### config.mk
export PLATFORM = sky130hd
export DESIGN_NAME = pswl_divider
export DESIGN_NICKNAME = d
export VERILOG_FILES = /design/src/rtl/pswl_pkg.sv /design/src/rtl/pswl_ratio_latch.sv /design/src/rtl/pswl_main_ctr.sv /design/src/rtl/pswl_swallow_ctr.sv /design/src/rtl/pswl_divider.sv
export SDC_FILE = /design/constraint.sdc
export NUM_CORES = 1
export LEC_CHECK = 0
export CAP_MARGIN = 20
export CORE_MARGIN = 8
export CORE_UTILIZATION = 59
export CTS_CLUSTER_DIAMETER = 60
export DETAILED_ROUTE_END_ITERATION = 12
export HOLD_SLACK_MARGIN = 0.12
export PLACE_DENSITY_LB_ADDON = 0.3
export SYNTH_ARGS = -nofsm -noshare
export SYNTH_HDL_FRONTEND = slang
export SYNTH_SLANG_ARGS = --single-unit
### constraint.sdc
create_clock -name clk_i -period 4.4 [get_ports clk_i]
set_input_delay 0.88 -clock clk_i [delete_from_list [all_inputs] [get_ports clk_i]]
set_output_delay 0.88 -clock clk_i [all_outputs]
set_load 0.005 [all_outputs]
### src/rtl/pswl_pkg.sv
package pswl_pkg;
   // Polarity of the modulus-control output
   typedef enum logic {
      MC_ACTIVE_HIGH = 1'b0,
      MC_ACTIVE_LOW  = 1'b1
   } mc_pol_e;

   // Smallest main ratio the counters support
   localparam int PSWL_MIN_MAIN = 3;
endpackage

### src/rtl/pswl_ratio_latch.sv
module pswl_ratio_latch #(
   parameter int MAIN_W   = 10,
   parameter int SWAL_W   = 7,
   parameter int MIN_MAIN = pswl_pkg::PSWL_MIN_MAIN,
   parameter int RST_MAIN = pswl_pkg::PSWL_MIN_MAIN,
   parameter int RST_SWAL = 0
) (
   input  logic              clk_i,
   input  logic              rst_ni,
   input  logic              load_i,
   input  logic [MAIN_W-1:0] main_in_i,
   input  logic [SWAL_W-1:0] swal_in_i,
   output logic [MAIN_W-1:0] main_q_o,
   output logic [SWAL_W-1:0] swal_q_o
);
   localparam logic [MAIN_W-1:0] MIN_V      = MAIN_W'(MIN_MAIN);
   localparam logic [MAIN_W-1:0] RST_MAIN_V = MAIN_W'(RST_MAIN);
   localparam logic [SWAL_W-1:0] RST_SWAL_V = SWAL_W'(RST_SWAL);

   logic [MAIN_W-1:0] main_c;
   logic [MAIN_W-1:0] swal_ext;
   logic [SWAL_W-1:0] swal_c;

   // Clamp at capture time so the counters never see an illegal pair
   always_comb begin
      main_c   = (main_in_i < MIN_V) ? MIN_V : main_in_i;
      swal_ext = MAIN_W'(swal_in_i);
      swal_c   = (swal_ext > main_c) ? SWAL_W'(main_c) : swal_in_i;
   end

   always_ff @(posedge clk_i or negedge rst_ni) begin
      if (!rst_ni) begin
         main_q_o <= RST_MAIN_V;
         swal_q_o <= RST_SWAL_V;
      end else if (load_i) begin
         main_q_o <= main_c;
         swal_q_o <= swal_c;
      end
   end

   assert_main_floor_R6: assert property (@(posedge clk_i) disable iff (!rst_ni)
      main_q_o >= MIN_V);

   assert_swal_clamp_R7: assert property (@(posedge clk_i) disable iff (!rst_ni)
      MAIN_W'(swal_q_o) <= main_q_o);

   assert_hold_no_load_R4: assert property (@(posedge clk_i) disable iff (!rst_ni)
      !load_i |=> ($stable(main_q_o) && $stable(swal_q_o)));
endmodule

### src/rtl/pswl_main_ctr.sv
module pswl_main_ctr #(
   parameter int MAIN_W   = 10,
   parameter int RST_MAIN = pswl_pkg::PSWL_MIN_MAIN
) (
   input  logic              clk_i,
   input  logic              rst_ni,
   input  logic [MAIN_W-1:0] reload_i,
   output logic [MAIN_W-1:0] cnt_o,
   output logic              wrap_o
);
   localparam logic [MAIN_W-1:0] ONE_V = MAIN_W'(1);

   // Counts N down to 1; the state holding 1 is the last clock of a cycle
   assign wrap_o = (cnt_o == ONE_V);

   always_ff @(posedge clk_i or negedge rst_ni) begin
      if (!rst_ni)     cnt_o <= MAIN_W'(RST_MAIN);
      else if (wrap_o) cnt_o <= reload_i;
      else             cnt_o <= cnt_o - ONE_V;
   end

   assert_never_zero_R2: assert property (@(posedge clk_i) disable iff (!rst_ni)
      cnt_o != '0);

   assert_no_midcycle_reload_R5: assert property (@(posedge clk_i) disable iff (!rst_ni)
      !wrap_o |=> (cnt_o == $past(cnt_o) - ONE_V));
endmodule

### src/rtl/pswl_swallow_ctr.sv
module pswl_swallow_ctr #(
   parameter int SWAL_W   = 7,
   parameter int RST_SWAL = 0
) (
   input  logic              clk_i,
   input  logic              rst_ni,
   input  logic              wrap_i,
   input  logic [SWAL_W-1:0] reload_i,
   output logic [SWAL_W-1:0] cnt_o,
   output logic              busy_o
);
   localparam logic [SWAL_W-1:0] ONE_V = SWAL_W'(1);

   assign busy_o = (cnt_o != '0);

   // Reloads with the main counter, then runs down and parks at zero
   always_ff @(posedge clk_i or negedge rst_ni) begin
      if (!rst_ni)      cnt_o <= SWAL_W'(RST_SWAL);
      else if (wrap_i)  cnt_o <= reload_i;
      else if (busy_o)  cnt_o <= cnt_o - ONE_V;
   end

   assert_swal_steps_R3: assert property (@(posedge clk_i) disable iff (!rst_ni)
      (!wrap_i && busy_o) |=> (cnt_o == $past(cnt_o) - ONE_V));

   assert_swal_parks_R8: assert property (@(posedge clk_i) disable iff (!rst_ni)
      (!wrap_i && !busy_o) |=> !busy_o);
endmodule

### src/rtl/pswl_divider.sv
module pswl_divider #(
   parameter int               MAIN_W   = 10,
   parameter int               SWAL_W   = 7,
   parameter int               MIN_MAIN = pswl_pkg::PSWL_MIN_MAIN,
   parameter int               RST_MAIN = pswl_pkg::PSWL_MIN_MAIN,
   parameter int               RST_SWAL = 0,
   parameter pswl_pkg::mc_pol_e MC_POL  = pswl_pkg::MC_ACTIVE_HIGH
) (
   input  logic              clk_i,
   input  logic              rst_ni,
   input  logic              load_i,
   input  logic [MAIN_W-1:0] main_ratio_i,
   input  logic [SWAL_W-1:0] swallow_i,
   output logic              mod_ctrl_o,
   output logic              div_pulse_o
);
   // Elaboration-time parameter checks
   if (MAIN_W < 2) begin : g_bad_main_w
      $error("pswl_divider: MAIN_W must be at least 2");
   end
   if (SWAL_W < 1 || SWAL_W > MAIN_W) begin : g_bad_swal_w
      $error("pswl_divider: SWAL_W must lie in 1..MAIN_W");
   end
   if (MIN_MAIN < 2 || MIN_MAIN >= (1 << MAIN_W)) begin : g_bad_min
      $error("pswl_divider: MIN_MAIN out of range");
   end
   if (RST_MAIN < MIN_MAIN || RST_MAIN >= (1 << MAIN_W)) begin : g_bad_rst_main
      $error("pswl_divider: RST_MAIN out of range");
   end
   if (RST_SWAL < 0 || RST_SWAL > RST_MAIN || RST_SWAL >= (1 << SWAL_W)) begin : g_bad_rst_swal
      $error("pswl_divider: RST_SWAL out of range");
   end

   logic [MAIN_W-1:0] main_lat;
   logic [SWAL_W-1:0] swal_lat;
   logic [MAIN_W-1:0] main_cnt;
   logic [SWAL_W-1:0] swal_cnt;
   logic              wrap;
   logic              swal_busy;
   logic              pulse_q;

   pswl_ratio_latch #(
      .MAIN_W  (MAIN_W),
      .SWAL_W  (SWAL_W),
      .MIN_MAIN(MIN_MAIN),
      .RST_MAIN(RST_MAIN),
      .RST_SWAL(RST_SWAL)
   ) u_latch (
      .clk_i    (clk_i),
      .rst_ni   (rst_ni),
      .load_i   (load_i),
      .main_in_i(main_ratio_i),
      .swal_in_i(swallow_i),
      .main_q_o (main_lat),
      .swal_q_o (swal_lat)
   );

   pswl_main_ctr #(
      .MAIN_W  (MAIN_W),
      .RST_MAIN(RST_MAIN)
   ) u_main (
      .clk_i   (clk_i),
      .rst_ni  (rst_ni),
      .reload_i(main_lat),
      .cnt_o   (main_cnt),
      .wrap_o  (wrap)
   );

   pswl_swallow_ctr #(
      .SWAL_W  (SWAL_W),
      .RST_SWAL(RST_SWAL)
   ) u_swal (
      .clk_i   (clk_i),
      .rst_ni  (rst_ni),
      .wrap_i  (wrap),
      .reload_i(swal_lat),
      .cnt_o   (swal_cnt),
      .busy_o  (swal_busy)
   );

   // Divided pulse marks the first clock of each new cycle
   always_ff @(posedge clk_i or negedge rst_ni) begin
      if (!rst_ni) pulse_q <= 1'b0;
      else         pulse_q <= wrap;
   end
   assign div_pulse_o = pulse_q;

   // Modulus control straight from the swallow flop: clock-to-out only
   if (MC_POL == pswl_pkg::MC_ACTIVE_HIGH) begin : g_mc_high
      assign mod_ctrl_o = swal_busy;
   end else begin : g_mc_low
      assign mod_ctrl_o = ~swal_busy;
   end

   assert_pulse_single_R10: assert property (@(posedge clk_i) disable iff (!rst_ni)
      div_pulse_o |=> !div_pulse_o);

   assert_swal_within_main_R7: assert property (@(posedge clk_i) disable iff (!rst_ni)
      MAIN_W'(swal_cnt) <= main_cnt);

   assert_pulse_after_last_R2: assert property (@(posedge clk_i) disable iff (!rst_ni)
      $rose(div_pulse_o) |-> ($past(main_cnt) == MAIN_W'(1)));
endmodule

==> results.sh <==
export IMPL_pin_count=22
export IMPL_synthSimpleGateAreaFrac_pct=15.15
export IMPL_synthArstFlopShare_pct=100.0
export IMPL_setup_viol=0
export IMPL_crit_slowest_cell="a311oi_4"
export IMPL_yosys_mux_area_fraction_pct=8.847
export IMPL_cts_resized=0
export IMPL_core_um2=3028
export IMPL_cts_tree="done"
export IMPL_start_util_pct=61.65
export IMPL_first_global_vias=1420
export IMPL_first_iter_violations=82
export IMPL_firstDrtPassIters=4
export IMPL_tns_ns=0
export IMPL_synthesis_nets=214
export IMPL_grt_pass1_wl_um=6320
export IMPL_slew_violations=0
export IMPL_cp_required_ns=4.63
export IMPL_hold_class="reg2reg"
export IMPL_synth_area_um2=1867
export IMPL_antenna_cells=0
export IMPL_ys_ff_latch=35
export IMPL_leakage_nw=0.9420
export IMPL_syn_to_final_growth_pct=17.49
export IMPL_p_per_area_nw_per_um2=300.6
export IMPL_grtUsageTotal_pct=15.56
export IMPL_fp_dieH_um=72.25
export IMPL_fmax_mhz=283.7
export IMPL_clk_path_buf_depth=2
export IMPL_slew_headroom_pct=37.88
export IMPL_fin_crit_ns=3.525
export IMPL_rsz0062_at_grt="no"
export IMPL_io_buffers=21
export IMPL_cts_made_buffers=5
export IMPL_worstPathCellList="clkdlybuf4s50_1 > or4_1 > nor3_1 > nor2_1 > ha_1 > and2b_2 > o21ai_1 > a311oi_4 > mux2i_1 > mux2_4"
export IMPL_cts_clk_slew_worst_paths_ns=0.11
export IMPL_syn_inst=184
export IMPL_nNetsFinal=238
export IMPL_grt_max_degree=36
export IMPL_synth_top_area_cell="dfrtp_1"
export IMPL_min_period_over_period_pct=80.12
export IMPL_drv_cap=0
export IMPL_reg2reg_setup_slack_ns=2.35
export IMPL_wl_per_cell_um=14.40
export IMPL_crit_type="in2reg"
export IMPL_dieWidth_um=72.25
export IMPL_synthFlopType="dfrtp_1"
export IMPL_yosysMostFrequentCell="dfrtp_1"
export IMPL_cts_setup_buffers=0
export IMPL_synth_top_family_by_area="simple AND/OR/NAND/NOR gates"
export IMPL_overflow=0
export IMPL_cpPeakStageDelay_ns=0.56
export IMPL_antenna_found_initial=0
export IMPL_num_rows=20
export IMPL_clock_sinks=35
export IMPL_htreeDepth=2
export IMPL_ys_top_cells_by_area="dfrtp_1 (42%), ha_1 (6.7%), dfstp_2 (5.6%)"
export IMPL_avgSynthCellArea_um2=10.15
export IMPL_worstHoldStart="u_latch.swal_q_o[2]$_DFFE_PN0P_"
export IMPL_synth_fa_ha_area_share_pct=6.702
export IMPL_timing_rr_end="u_swal.cnt_o[1]$_DFFE_PN0P_"
export IMPL_synth_compound_area_share_pct=11.80
export IMPL_viasPerCell=5.522
export IMPL_critPathMaxFanout=8
export IMPL_worst_slew_pin_slew_ns=0.9290
export IMPL_synth_commonest_cells="dfrtp_1 (31), nand2_1 (19), inv_1 (15), nor2_1 (15), o21ai_0 (14)"
export IMPL_pre_cts_slack_ns=0.5658
export IMPL_routabilityCongestion=0.8456
export IMPL_ant_nets=0
export IMPL_postCtsHoldBufs=0
export IMPL_holdPathStages=2
export IMPL_endpoint_kind="flop"
export IMPL_clk_latency_ns=0.34
export IMPL_synth_edf_count=0
export IMPL_final_hold_violation_count=0
export IMPL_vias=1397
export IMPL_hold_end="u_swal.cnt_o[2]$_DFFE_PN0P_"
export IMPL_finalClockSkew_ns=0.01120
export IMPL_yosysWarnings=0
export IMPL_clockRootBuffer="clkbuf_4"
export IMPL_drive_gt1_share_pct=14.35
export IMPL_yosys_cell_types_count=35
export IMPL_timing_final_ws_setup_ns=0.8748
export IMPL_synthXorXnorAreaFrac_pct=5.161
export IMPL_fp_dieArea_um2=5220
export IMPL_peakVddDrop_uv=217.2
export IMPL_wl_um=3642
export IMPL_cp_arrival_ns=3.76
export IMPL_r2r_start="u_swal.cnt_o[0]$_DFFE_PN0P_"
export IMPL_outcome="finished, final reports clean"
export IMPL_seq_area_frac_synth_pct=47.18
export IMPL_drc=0
export IMPL_post_dp_hpwl_um=2773
export IMPL_r2r_cells=7
export IMPL_synth_top_cell_area_share_pct=41.55
export IMPL_fin_util_pct=72.44
export IMPL_startpoint_type="input pin"
[worst max path at each step]
stage,slack [ns],cells past startpoint,to,startpoint
final,0.87,10,u_latch.swal_q_o[0]$_DFFE_PN0P_,main_ratio_i[6]
after CTS,0.92,10,u_latch.swal_q_o[2]$_DFFE_PN0P_,main_ratio_i[6]
after floorplan,1.26,8,u_latch.swal_q_o[0]$_DFFE_PN0P_,main_ratio_i[6]
after global placement,0.69,9,u_latch.swal_q_o[0]$_DFFE_PN0P_,main_ratio_i[6]
after global routing,0.70,10,u_latch.swal_q_o[6]$_DFFE_PN0P_,main_ratio_i[6]
after detailed placement,0.57,10,u_latch.swal_q_o[2]$_DFFE_PN0P_,main_ratio_i[6]
[worst max-delay path, delay by kind of cell]
| family | cells | cell delay, ns |
|---|---|---|
| multiplexers | 2 | 0.42 |
| AND/OR/NAND/NOR | 4 | 1.05 |
| buffers and inverters | 1 | 0.45 |
| AO/OA/AOI/OAI | 2 | 0.65 |
| adder cells (fa/ha/maj) | 1 | 0.31 |
[state kept, by name, indices dropped and copies added (netlist names)]
name              count
u_swal.cnt_o          7
div_pulse_o           1
u_latch.swal_q_o      7
u_latch.main_q_o     10
u_main.cnt_o         10
[routing by layer]
layer / up-vias / global-route usage, % / part of all wire (%)
met1: 656 / 19.51 / 46
met5: - / 0 / 0
met4: 0 / 7.710 / 2.4
met3: 12 / 4.683 / 4.9
li1: 677 / - / -
met2: 52 / 23.67 / 46
[cells by family after synthesis]
kind of cell               count (synthesis)
AOI/OAI and AO/OA                         34
muxes                                     15
adders and majority gates                 10
and+or+nand+nor                           58
buffers and inverters                     21
xor gates and xnor gates                  11
DFF                                       35
[stage by stage]
| stage | hold WS (ns) | cells | total power [W] | cell area [um2] |
|---|---|---|---|---|
| 2_1_floorplan | 0.4460 | 184 | 0.0003890 | 1867 |
| 3_3_place_gp | 0.4636 | 245 | 0.0004202 | 2107 |
| 3_5_place_dp | 0.4721 | 245 | 0.0004244 | 2107 |
| 4_1_cts | 0.4869 | 253 | 0.0006647 | 2193 |
| 5_1_grt | 0.5207 | 253 | 0.0006878 | 2193 |
| 6_report | 0.4928 | 253 | 0.0006593 | 2193 |
[power breakdown]
group          switching (W)  total [W]  leakage [nW]  internal, W
combinational      0.0000333  0.0000712         0.487    0.0000379
clock               0.000107   0.000241        0.0482     0.000134
sequential        0.00000880   0.000347         0.407     0.000338
[area by class of cell]
type	instances	area [um2]
multi-input cells	128	889.6
flip-flops and latches	35	880.8
fillers	229	834.6
repair buffers	23	225.2
inverters	15	56.30
well taps	44	55.05
clock buffers	6	51.30
clock inverters	2	35.03
[cells in the final DEF, fill, tap and decap left out, types with 2 or more instances in the layout]
master	count
inv_1	15
ha_1	10
clkbuf_4	5
mux2i_1	6
dfstp_2	4
nand2_1	19
nor3_1	7
nor4_1	2
dfrtp_1	31
a211oi_1	2
o21ai_0	14
nor2_1	15
buf_4	2
xor2_1	3
nand3_1	3
xnor2_1	8
o21ai_1	2
clkdlybuf4s50_1	21
nand2b_1	3
a21oi_1	11
mux2_2	8
or4_1	2
Power figures use the tool's default switching activity.
